[config.mk]
export PLATFORM = sky130hd
export DESIGN_NAME = coast_gate_ctrl
export DESIGN_NICKNAME = d
export VERILOG_FILES = /design/src/rtl/cg_pkg.sv /design/src/rtl/cg_sync.sv /design/src/rtl/cg_edge.sv /design/src/rtl/cg_poldet.sv /design/src/rtl/cg_precoast.sv /design/src/rtl/coast_gate_ctrl.sv
export SDC_FILE = /design/constraint.sdc
export NUM_CORES = 1
export LEC_CHECK = 0
export ABC_AREA = 1
export BUFFER_PORTS_ARGS = -buffer_cell sky130_fd_sc_hd__buf_4
export CELL_PAD_IN_SITES_DETAIL_PLACEMENT = 1
export CELL_PAD_IN_SITES_GLOBAL_PLACEMENT = 1
export CORE_MARGIN = 1
export CORE_UTILIZATION = 48
export CTS_BUF_LIST = sky130_fd_sc_hd__clkbuf_8
export DETAILED_ROUTE_END_ITERATION = 12
export PLACE_DENSITY = 0.83
export RECOVER_POWER = 100
export SYNTH_ARGS = -nofsm -noshare
export SYNTH_HDL_FRONTEND = slang
export SYNTH_SLANG_ARGS = --single-unit
[constraint.sdc]
create_clock -name clk -period 3.4 [get_ports clk]
set_clock_uncertainty 0.05 [all_clocks]
set_input_delay 0.17 -clock clk [delete_from_list [all_inputs] [get_ports clk]]
set_output_delay 0.17 -clock clk [all_outputs]
set_load 0.01 [all_outputs]
[src/rtl/cg_pkg.sv]
package cg_pkg;
  localparam int CG_LINE_W = 12;
  localparam int CG_PC_W   = 8;

  typedef enum logic {
    POL_LOW  = 1'b0,
    POL_HIGH = 1'b1
  } cpol_e;
endpackage

[src/rtl/cg_sync.sv]
module cg_sync #(
  parameter int W      = 1,
  parameter int STAGES = 2
) (
  input  logic         clk,
  input  logic         rst_n,
  input  logic [W-1:0] d,
  output logic [W-1:0] q
);
  logic [W-1:0] st [STAGES];

  always_ff @(posedge clk or negedge rst_n) begin
    if (!rst_n) begin
      for (int i = 0; i < STAGES; i++) st[i] <= '0;
    end else begin
      st[0] <= d;
      for (int i = 1; i < STAGES; i++) st[i] <= st[i-1];
    end
  end

  assign q = st[STAGES-1];
endmodule

[src/rtl/cg_edge.sv]
module cg_edge (
  input  logic clk,
  input  logic rst_n,
  input  logic lvl,
  output logic rise
);
  logic lvl_d;

  always_ff @(posedge clk or negedge rst_n) begin
    if (!rst_n) lvl_d <= 1'b0;
    else        lvl_d <= lvl;
  end

  assign rise = lvl & ~lvl_d;

  // an edge pulse lasts exactly one cycle
  a_r6_single_rise: assert property (@(posedge clk) disable iff (!rst_n)
    rise |=> !rise);
endmodule

[src/rtl/cg_poldet.sv]
module cg_poldet
  import cg_pkg::*;
#(
  parameter int LINE_W = CG_LINE_W
) (
  input  logic  clk,
  input  logic  rst_n,
  input  logic  coast_lvl,
  input  logic  hs_rise,
  input  logic  vs_rise,
  output cpol_e pol_auto
);
  localparam logic [LINE_W-1:0] CNT_MAX = '1;

  logic [LINE_W-1:0] hi_cnt, lo_cnt;

  always_ff @(posedge clk or negedge rst_n) begin
    if (!rst_n) begin
      hi_cnt   <= '0;
      lo_cnt   <= '0;
      pol_auto <= POL_HIGH;
    end else if (vs_rise) begin
      if (hi_cnt < lo_cnt)      pol_auto <= POL_HIGH;
      else if (hi_cnt > lo_cnt) pol_auto <= POL_LOW;
      hi_cnt <= '0;
      lo_cnt <= '0;
    end else if (hs_rise) begin
      if (coast_lvl && hi_cnt != CNT_MAX)  hi_cnt <= hi_cnt + 1'b1;
      if (!coast_lvl && lo_cnt != CNT_MAX) lo_cnt <= lo_cnt + 1'b1;
    end
  end

  // the decision moves only at a vsync leading edge
  a_r4_hold_between_frames: assert property (@(posedge clk) disable iff (!rst_n)
    !vs_rise |=> $stable(pol_auto));
endmodule

[src/rtl/cg_precoast.sv]
module cg_precoast
  import cg_pkg::*;
#(
  parameter int LINE_W = CG_LINE_W,
  parameter int PC_W   = CG_PC_W
) (
  input  logic            clk,
  input  logic            rst_n,
  input  logic            hs_rise,
  input  logic            vs_rise,
  input  logic            vs_lvl,
  input  logic [PC_W-1:0] pre_lines,
  output logic            coast_int
);
  localparam logic [LINE_W-1:0] LINE_MAX = '1;

  logic [LINE_W-1:0] line_cnt, frame_len, pre_ext, start_line;
  logic              len_ok, pre_hit;

  assign pre_ext    = LINE_W'(pre_lines);
  assign start_line = (pre_ext >= frame_len) ? '0 : frame_len - pre_ext;
  assign pre_hit    = len_ok && (pre_lines != '0) && (line_cnt >= start_line);
  assign coast_int  = vs_lvl | pre_hit;

  always_ff @(posedge clk or negedge rst_n) begin
    if (!rst_n) begin
      line_cnt  <= '0;
      frame_len <= '0;
      len_ok    <= 1'b0;
    end else if (vs_rise) begin
      frame_len <= line_cnt;
      len_ok    <= (line_cnt != LINE_MAX) && (line_cnt != '0);
      line_cnt  <= '0;
    end else if (hs_rise && line_cnt != LINE_MAX) begin
      line_cnt <= line_cnt + 1'b1;
    end
  end

  // a vsync leading edge restarts the line count
  a_r6_clear_on_vsync: assert property (@(posedge clk) disable iff (!rst_n)
    vs_rise |=> (line_cnt == '0));
  // a saturated count stays put until vsync
  a_r8_sat_hold: assert property (@(posedge clk) disable iff (!rst_n)
    (line_cnt == LINE_MAX && !vs_rise) |=> (line_cnt == LINE_MAX));
  // a saturated frame yields no prediction
  a_r8_no_pred_after_sat: assert property (@(posedge clk) disable iff (!rst_n)
    (vs_rise && line_cnt == LINE_MAX) |=> !len_ok);
endmodule

[src/rtl/coast_gate_ctrl.sv]
module coast_gate_ctrl
  import cg_pkg::*;
#(
  parameter int LINE_W = CG_LINE_W,
  parameter int PC_W   = CG_PC_W
) (
  input  logic            clk,
  input  logic            rst_n,
  input  logic            coast_in,
  input  logic            coast_pol_user,
  input  logic            coast_pol_force,
  input  logic            vsync_in,
  input  logic            hsync_in,
  input  logic [PC_W-1:0] precoast_lines,
  output logic            hs_ignore,
  output logic            hsync_gated
);
  localparam int SYNC_W = 5 + PC_W;

  logic [SYNC_W-1:0] raw_bus, sync_bus;
  logic              coast_s, usr_s, frc_s, vs_s, hs_s;
  logic [PC_W-1:0]   pc_s;
  logic              hs_rise, vs_rise, coast_int, ext_act, ignore_c;
  cpol_e             pol_auto, pol_eff;

  assign raw_bus = {coast_in, coast_pol_user, coast_pol_force, vsync_in, hsync_in, precoast_lines};

  cg_sync #(.W(SYNC_W), .STAGES(2)) u_sync (
    .clk(clk), .rst_n(rst_n), .d(raw_bus), .q(sync_bus));

  assign {coast_s, usr_s, frc_s, vs_s, hs_s, pc_s} = sync_bus;

  cg_edge u_hs_edge (.clk(clk), .rst_n(rst_n), .lvl(hs_s), .rise(hs_rise));
  cg_edge u_vs_edge (.clk(clk), .rst_n(rst_n), .lvl(vs_s), .rise(vs_rise));

  cg_poldet #(.LINE_W(LINE_W)) u_pol (
    .clk(clk), .rst_n(rst_n), .coast_lvl(coast_s), .hs_rise(hs_rise),
    .vs_rise(vs_rise), .pol_auto(pol_auto));

  cg_precoast #(.LINE_W(LINE_W), .PC_W(PC_W)) u_pre (
    .clk(clk), .rst_n(rst_n), .hs_rise(hs_rise), .vs_rise(vs_rise),
    .vs_lvl(vs_s), .pre_lines(pc_s), .coast_int(coast_int));

  assign pol_eff  = frc_s ? cpol_e'(usr_s) : pol_auto;
  assign ext_act  = (pol_eff == POL_HIGH) ? coast_s : ~coast_s;
  assign ignore_c = ext_act | coast_int;

  always_ff @(posedge clk or negedge rst_n) begin
    if (!rst_n) begin
      hs_ignore   <= 1'b0;
      hsync_gated <= 1'b0;
    end else begin
      hs_ignore   <= ignore_c;
      hsync_gated <= hs_s & ~ignore_c;
    end
  end

  // gated hsync and the hold request never overlap
  a_r9_gate_exclusive: assert property (@(posedge clk) disable iff (!rst_n)
    hsync_gated |-> !hs_ignore);
  // vsync always forces the hold request
  a_r5_vsync_holds: assert property (@(posedge clk) disable iff (!rst_n)
    vs_s |=> hs_ignore);
endmodule

; Word level (Yosys, flattened, before mapping)
; Cells that the tools add are included.
[classes]
reduce_logical = 17
magnitude_cmp = 4
addsub = 4
bitwise_logic = 9
eq_ne = 3
muxes = 13
[op_table]
columns = cell, count
row1 = 2-to-1 mux 12 bit, 9
row2 = adder 12 x 1 -> 12 bit (second input constant), 3
row3 = != test 12 bit (second input constant), 3
row4 = greater-or-equal comparator 12 bit, 1
row5 = greater-or-equal comparator 8 x 12 -> 1 bit, 1
row6 = > comparator 12 bit, 1
row7 = less-than comparator 12 bit, 1
row8 = nonzero test 12 bit, 1
row9 = subtractor 12 x 8 -> 12 bit, 1
row10 = nonzero test 2 bit, 5
row11 = nonzero test 8 bit, 1
row12 = logical AND 1 bit, 6
row13 = AND reduction 2 bit, 3
row14 = 2-to-1 mux 1 bit, 4
row15 = NOT 1 bit, 4
row16 = AND 1 bit, 3
row17 = OR 1 bit, 2
row18 = zero test 1 bit, 1
[word_totals]
out_inout_bits = 2
word_cells = 62
register_bits = 80
in_bits = 15

; Longest topological paths before layout
; Gate-level depths: netlist (run 1).
[logic_depth]
depth_word = 8
ltp_mapped = 22
depth_no_buf = 21

; Hierarchy
; A second synthesis (run 1) with hierarchy kept.
[hier_totals]
hier_cells = 668
hier_area_um2 = 5089.9
[modules_own_cells]
columns = module, n_inst, seq_area_each_um2, cells_each, area_each_um2
row1 = cg_precoast, 1, 625.6, 334, 2235.9
row2 = cg_poldet, 1, 626.9, 273, 1916.8
row3 = cg_sync, 1, 650.6, 39, 748.2
row4 = coast_gate_ctrl, 1, 50.0, 16, 118.9
row5 = cg_edge, 2, 25.0, 3, 35.0

; Worst setup path before layout (run 1)
; No wires, ideal clock.
[synth_timing]
path_type = register to register
startpoint = register u_pre.frame_len[0]
endpoint = register hsync_gated
setup_slack_ps = 858
period_less_slack_ps = 2542
arrival_ps = 2421
path_stages_with_launch = 23
n_path_buf = 1
setup_ps = 71
t_required_ps = 3279
path_cell_list = dfrtp_1 inv_1 ha_1 inv_1 fa_1 nand2_1 o21ai_1 nand2_1 nand2_1 nand2_1 nand3_1 buf_4 nand3_1 ha_1 nand2_1 inv_1 nand2_1 nand2_1 nand2_1 nand4_1 nand2_1 nand2_1 nor2_1
[synth_via]
elab_chain_len = 8
elab_cells_between_ends = 9
classes_between = add/sub: 1 / order compare: 2 / mux: 1 / bitwise: 4 / reduce/logical: 1
[synth_rtl]
columns = element, line
row1 = start: declaration, cg_precoast.sv:17  ; logic [LINE_W-1:0] line_cnt, frame_len, pre_ext, start_line;
row2 = start signal: assignment, cg_precoast.sv:31  ; frame_len <= line_cnt;
row3 = subtractor 12 x 8 -> 12 bit / greater-or-equal comparator 8 x 12 -> 1 bit (equally long branches), cg_precoast.sv:21  ; assign start_line = (pre_ext >= frame_len) ? '0 : frame_len - pre_ext;
row4 = 2-to-1 mux 12 bit (*), cg_precoast.sv:21
row5 = greater-or-equal comparator 12 bit (*), cg_precoast.sv:22  ; assign pre_hit = len_ok && (pre_lines != '0) && (line_cnt >= start_line);
row6 = logical AND 1 bit (*), cg_precoast.sv:22
row7 = OR 1 bit (*), cg_precoast.sv:23  ; assign coast_int = vs_lvl | pre_hit;
row8 = OR 1 bit (*), coast_gate_ctrl.sv:46  ; assign ignore_c = ext_act | coast_int;
row9 = named net ignore_c, coast_gate_ctrl.sv:23  ; logic hs_rise, vs_rise, coast_int, ext_act, ignore_c;
row10 = NOT 1 bit (*), coast_gate_ctrl.sv:54  ; hsync_gated <= hs_s & ~ignore_c;
row11 = AND 1 bit (*), coast_gate_ctrl.sv:54
row12 = end signal: assignment, coast_gate_ctrl.sv:54
row13 = end: declaration, coast_gate_ctrl.sv:16  ; output logic hsync_gated
; Mark *: on every way through the listed nets, which the timed path passes. The rest lies on a longest branch.
; A chain may end at the register's enable or synchronous reset.

; Worst setup path after layout (run 1)
[layout_timing]
startpoint = register u_sync.st (netlist bit u_sync.q[9])
endpoint = register u_pre.line_cnt[8]
[layout_via]
elab_chain_len = 2
elab_cells_between_ends = 3
classes_between = mux: 1 / bitwise: 1 / reduce/logical: 1
[layout_rtl]
columns = element, line
row1 = start: declaration, cg_sync.sv:10  ; logic [W-1:0] st [STAGES];
row2 = AND 1 bit (*), cg_edge.sv:14  ; assign rise = lvl & ~lvl_d;
row3 = 2-to-1 mux 12 bit / nonzero test 2 bit (equally long branches), --
row4 = end signal: assignment, cg_precoast.sv:35  ; line_cnt <= line_cnt + 1'b1;
row5 = end: declaration, cg_precoast.sv:17
; Mark *: on every way between the ends. The rest lies on a longest branch, timed or not.

==> results of run 1 <==
-- flip-flops by register name, indices dropped and copies added, names as in the netlist --
register / cells
u_pre.line_cnt: 12
u_sync.q: 13
hsync_gated: 1
u_pre.len_ok: 1
u_sync.st: 13
u_pol.lo_cnt: 12
u_vs_edge.lvl_d: 1
u_pre.frame_len: 12
hs_ignore: 1
u_hs_edge.lvl_d: 1
u_pol.pol_auto: 1
u_pol.hi_cnt: 12
-- power breakdown --
part,switching [W],internal (W)
logic,0.000214,0.000119
clock network,0.000411,0.000371
registers,0.0000633,0.00101
total,0.000688,0.00150
-- how the worst min path moves through the flow --
stage	startpoint	endpoint	slack, ns
after global placement	coast_pol_force	u_sync.st[23]	0.23
final	u_sync.st[18]	u_sync.q[5]	0.31
after global routing	u_sync.st[24]	u_sync.q[11]	0.31
after detailed placement	hsync_in	u_sync.st[21]	0.23
after CTS	u_sync.st[18]	u_sync.q[5]	0.31
after floorplan	rst_n	hs_ignore	-0.18
-- metal layers --
metal,wire length [um],up-vias,share of wire
met3,369,34,0.026
met4,481,0,0.034
li1,-,2105,-
met5,0,-,0
met1,5790,2161,0.41
met2,7520,64,0.53
-- timing repair --
item	in CTS	in global routing
gates resized for setup	0	1
setup endpoints to repair	0	2
hold endpoints to repair	92	0
setup buffers	0	0
hold buffers	14	0
-- through the flow --
stage / instance area (sq um) / hold WS [ns]
floorplan: 4820 / -0.176
global placement: 5050 / 0.230
detailed placement: 5050 / 0.231
CTS: 5400 / 0.307
global route: 5370 / 0.312
finish: 5370 / 0.307
-- kinds of logic after synthesis --
logic type | Yosys count | synth area share
compound gates | 67 | 0.0758
xor+xnor | 12 | 0.0218
fa+ha+maj | 37 | 0.0976
buf+inv | 92 | 0.0774
flops | 80 | 0.416
simple gates | 335 | 0.312
-- synth_stat cells (all sizes together), types with 3 or more instances --
master and count:
ha 36, nand2 168, o21bai 3, nor3 19
dfrtp 79, or2 4, a21oi 17, clkbuf 3
o21ai 42, nand3 58, inv 79, nor2 54
buf 9, xor2 10, nand4 29
-- cell type report --
cell class,instances,share of cell area
Clock buffer,10,0.0256
Timing Repair Buffer,32,0.0480
Multi-Input combinational cell,451,0.452
Tap cell,133,0.0310
Inverter,80,0.0561
Clock inverter,6,0.0140
Sequential cell,80,0.373
==> run metrics, run 1 <==
status finished with violations; violated checks capacitance limit, slew limit; most common cell after layout, fill and taps aside nand2_1; P per Cell Area 407 mW/mm^2; Worst Path Max Fanout 40; slowest cell delay on critical path 1.37 ns; Inserted Clock Buffers 9; max_slew headroom -0.359; met3 Track Usage GR 0.0684; Syn Nets 675; synth top area cells dfrtp_1 (41%), nand2_1 (13%), ha_1 (9.3%), inv_1 (6.0%), nand3_1 (5.9%); pre-CTS WS 0.221 ns; Detail Placement HPWL 9890 um; Synth Register Bits 80; Fillers 1278; crit-path cells inv_1 -> nor2_1 -> inv_1 -> clkbuf_1 -> nand2_2 -> nand2_1 -> o21ai_0; post-route ant nets 0; pin count of the biggest net entering global routing 81; VDD IR max 0.463 mV; Worst R2R End u_pre.line_cnt[8]; num rows 36; grt peak-use layer met2; most frequent cells in the layout nand2_1 (165), dfrtp_1 (79), inv_1 (77); Synth async-reset ratio 1.00; GPL Wtd Cong 0.856; 1st-iter DRT viols 124; Yosys cell types 36; cell area after synthesis 0.00482 sq mm; Diodes inserted 0; Least-Margin Pin Slew 2.04 ns; initial antenna violation count 0; Crit-path slowest cell clkbuf_1; sequential area share after synthesis 0.416; fin crit share 0.903; WS Path Type reg2reg; Crit. Startpoint u_sync.q[9]; leak pwr 2.57 nW; Multi-input gate area 0.00243 sq mm; Max Cap Viol 3; CP Data Required Time 3.60 ns; startpoint types register; post-route setup slack 0.330 ns; r2r setup slk 0.33 ns; yosys warns 0; hold path cells 0; # clock sinks 80; Via Count 4364; die extent in y 102 um; Post-Place Cells 762; clock tree from TritonCTS done; Cell Count, Final, Fillers Out 792; final setup vio count 0; Worst path top cell family by delay buffers and inverters; RSZ-0062 raised after global routing false; DRC violations left 0; port bufs 16; total grt overflow 0; Avg Inst Size Synth 7.74 sq um; r2r startpoint u_sync.q[9]; Slew Limit Fails 154; buffer depth of the longest clock path 2; Die X-Extent 102 um; reg2reg path depth 7; Global Route Usage Sum 0.302; clk_lat worst skew 0.38 ns; Post-synth EDFFs 0; via-per-instance ratio 5.51; first-pass GRT wire length 23400 um; fin util 0.550; final WL 14200 um; Bufs and invs on worst path 3; share of layout cells above drive strength 1 0.0728; ys flop type dfrtp_1; clk slew on worst S/H paths 0.09 ns; setup_tns 0 ns; CTS Root Cell clkbuf_8; Worst EP arrival 3.27 ns; WP depth 7; Detailed Routing Iterations Pass 1 4; total power 0.00219 W; area grow syn2layout 11.5%; Yosys top cell by area dfrtp_1; vias in the first global route 4794; Die Footprint 0.0104 sq mm; GR Layer Usage met1 0.326; Initial Util 0.493; CP most frequent cell inv_1; minimum clock period 3.07 ns; fmax 0.326 GHz; register area 0.00200 sq mm; Gate Count Post-Synth 623; Final Hold Viols 0; met2 usage 0.567; core area 0.00977 sq mm; top-area cell type share of the netlist area 0.410; Critical Path End Type register; worst min path class reg2reg; I/O pin cnt 17; Worst setup endpoint u_pre.line_cnt[8]; H-tree depth 3; wire per inst 17.9 um; layout net count 706
(Power assumes the default switching activity.)
==> run 2: changes to the inputs <==
==> constraint.sdc (replaced) <==
create_clock -name clk -period 2.85 [get_ports clk]
set_clock_uncertainty 0.05 [all_clocks]
set_input_delay 0.1425 -clock clk [delete_from_list [all_inputs] [get_ports clk]]
set_output_delay 0.1425 -clock clk [all_outputs]
set_load 0.01 [all_outputs]
==> run 2 against run 1 <==
Largest power group unchanged; routed wire length up 11%; die area unchanged; critical endpoint is now hsync_gated; sequential power up 21%; the run ends with capacitance limit, slew limit, setup timing left; largest cell class unchanged.
==> run metrics, run 2 (synthesis gave the netlist of run 1 again) <==
Inserted Clock Buffers 9 (unchanged); Diodes inserted 0 (unchanged); fmax 0.330 GHz (+1.3%); Final Instance Area 0.00577 sq mm (+7.4%); layout net count 717 (+1.6%); CP most frequent cell nand2_1; WS Path Type reg2reg; Detailed Routing Iterations Pass 1 5 (+1); final setup vio count 2 (+2); register area 0.00200 sq mm (unchanged); clk slew on worst S/H paths 0.09 ns (about the same); initial antenna violation count 0 (unchanged); Die Footprint 0.0104 sq mm (unchanged); pin count of the biggest net entering global routing 81 (unchanged); die extent in y 102 um (unchanged); worst min path class reg2reg; minimum clock period 3.03 ns (-0.0386 ns); status finished with violations; Worst Path Max Fanout 5 (-88%); VDD IR max 0.270 mV (-42%); Slew Limit Fails 113 (-27%); r2r setup slk -0.18 ns (-0.51 ns); post-route setup slack -0.181 ns (-0.511 ns); RSZ-0062 raised after global routing true; post-route ant nets 0 (unchanged); Via Count 4634 (+6.2%); Initial Util 0.493 (unchanged); Hold Slack 0.307 ns (+0.0000960 ns); Fillers 1238 (-3.1%); Die X-Extent 102 um (unchanged); I/O pin cnt 17 (unchanged); startpoint types register; # clock sinks 80 (unchanged); Multi-input gate area 0.00273 sq mm (+12%); share of layout cells above drive strength 1 0.152 (+0.0794); wire per inst 19.6 um (+9.7%); area grow syn2layout 19.7%; Least-Margin Pin Slew 2.02 ns (-0.0186 ns); Detail Placement HPWL 10300 um (+4.2%); num rows 36 (unchanged); DRC violations left 0 (unchanged); Critical Path End Type register; Final Hold Viols 0 (unchanged); violated checks capacitance limit, slew limit, setup timing; buffer depth of the longest clock path 2 (unchanged); total grt overflow 0 (unchanged); GPL Wtd Cong 0.859 (+0.34%); max_slew headroom -0.347 (+0.0124); leak pwr 2.66 nW (+3.4%); clock tree from TritonCTS done; CTS Root Cell clkbuf_8; port bufs 16 (unchanged); P per Cell Area 453 mW/mm^2 (+11%); Worst EP arrival 3.28 ns (about the same); 1st-iter DRT viols 160 (+29%); first-pass GRT wire length 23300 um (-0.21%); most frequent cells in the layout nand2_1 (153), dfrtp_1 (79), inv_1 (73); final WL 15800 um (+11%); slowest cell delay on critical path 0.44 ns (-0.93 ns); most common cell after layout, fill and taps aside nand2_1; core area 0.00977 sq mm (unchanged); clk_lat worst skew 0.36 ns (-0.02 ns); fin crit share 1.06 (+0.161); Global Route Usage Sum 0.297 (-0.00413); via-per-instance ratio 5.77 (+4.7%); Crit-path slowest cell fa_2; vias in the first global route 4719 (-1.6%); Max Cap Viol 2 (-1); crit-path cells inv_2 -> ha_4 -> inv_4 -> fa_2 -> nand2_4 -> o21ai_4 -> nand2_2 -> nand2_2 -> nand2_2 -> nand3_4 -> clkbuf_16 -> nand2_4 -> ha_4 -> nand2_1 -> nand2_1 -> nand2_1 -> nand2_1 -> nand2_1 -> nand4_1 -> nand2_1 -> nand2_2 -> nor2_2; H-tree depth 3 (unchanged); Cell Area, Placed 0.00511 sq mm (+1.1%); CP Data Required Time 3.10 ns (-0.50 ns)
==> run 2: cell count changes in the layout (fill, tap and decap cells not counted), moves of 8 or more <==
| cell | delta |
|---|---|
| buf_4 | +9 |
| nand2_2 | +8 |
| ha_1 | -12 |
| nand3_1 | -9 |
| ha_4 | +11 |
| nand2_1 | -12 |
==> run 2: final timing paths <==
path,from,endpoint,cells after the start
setup / recovery,u_pre.frame_len[0],hsync_gated,22
hold / removal,u_sync.st[18],u_sync.q[5],0
setup reg to reg,u_pre.frame_len[0],hsync_gated,22
hold reg to reg,u_sync.st[18],u_sync.q[5],0
max in group asynchronous,rst_n,u_pol.lo_cnt[0],2
min in group asynchronous,rst_n,u_pre.frame_len[8],2
==> run 2: through the flow <==
stage               total power, W  worst slack [ns]  instances  utilization  setup TNS [ns]
floorplan                  0.00153             0.308        623            -               0
global placement           0.00165             0.121        768        0.523               0
detailed placement         0.00169            -0.112        768        0.523          -0.185
CTS                        0.00256            0.0207        798        0.560               0
global route               0.00272            -0.294        803        0.590          -0.535
finish                     0.00261            -0.181        803        0.590          -0.327
==> run 2: cell type report <==
cell class / instances / area share
clock buffer: 9 / 0.0215
tap: 133 / 0.0288
inverter: 80 / 0.0527
multi-input combinational: 451 / 0.473
sequential: 80 / 0.347
timing repair buffer: 43 / 0.0642
clock inverter: 7 / 0.0124
==> run 2: power breakdown <==
group,internal (W),leakage (nW),total [W],switching [W]
registers,0.00121,1.04,0.00129,0.0000794
logic,0.000177,1.53,0.000465,0.000288
clock network,0.000405,0.0970,0.000864,0.000459
==> run 2: what timing repair did <==
item / 4_1_cts / 5_1_grt
setup endpoints to repair: 2 / 2
pin swaps: 0 / 21
resized for setup: 5 / 58
hold buffers: 14 / 0
gates cloned: 0 / 1
hold endpoints to repair: 92 / 0
setup buffers: 0 / 4
==> run 2: metal layers <==
layer / global-route usage / vias up / share of wire
li1: - / 2129 / -
met3: 0.0547 / 58 / 0.032
met5: 0 / - / 0
met4: 0.124 / 0 / 0.051
met2: 0.562 / 121 / 0.55
met1: 0.324 / 2326 / 0.37
==> run 2: critical path: cells and delay by family, from the launching register on <==
kind	cells	cell delay [ns]
and+or+nand+nor	15	1.31
adders and majority gates	3	0.78
DFF	1	0.40
buffers and inverters	3	0.34
AOI/OAI and AO/OA	1	0.08
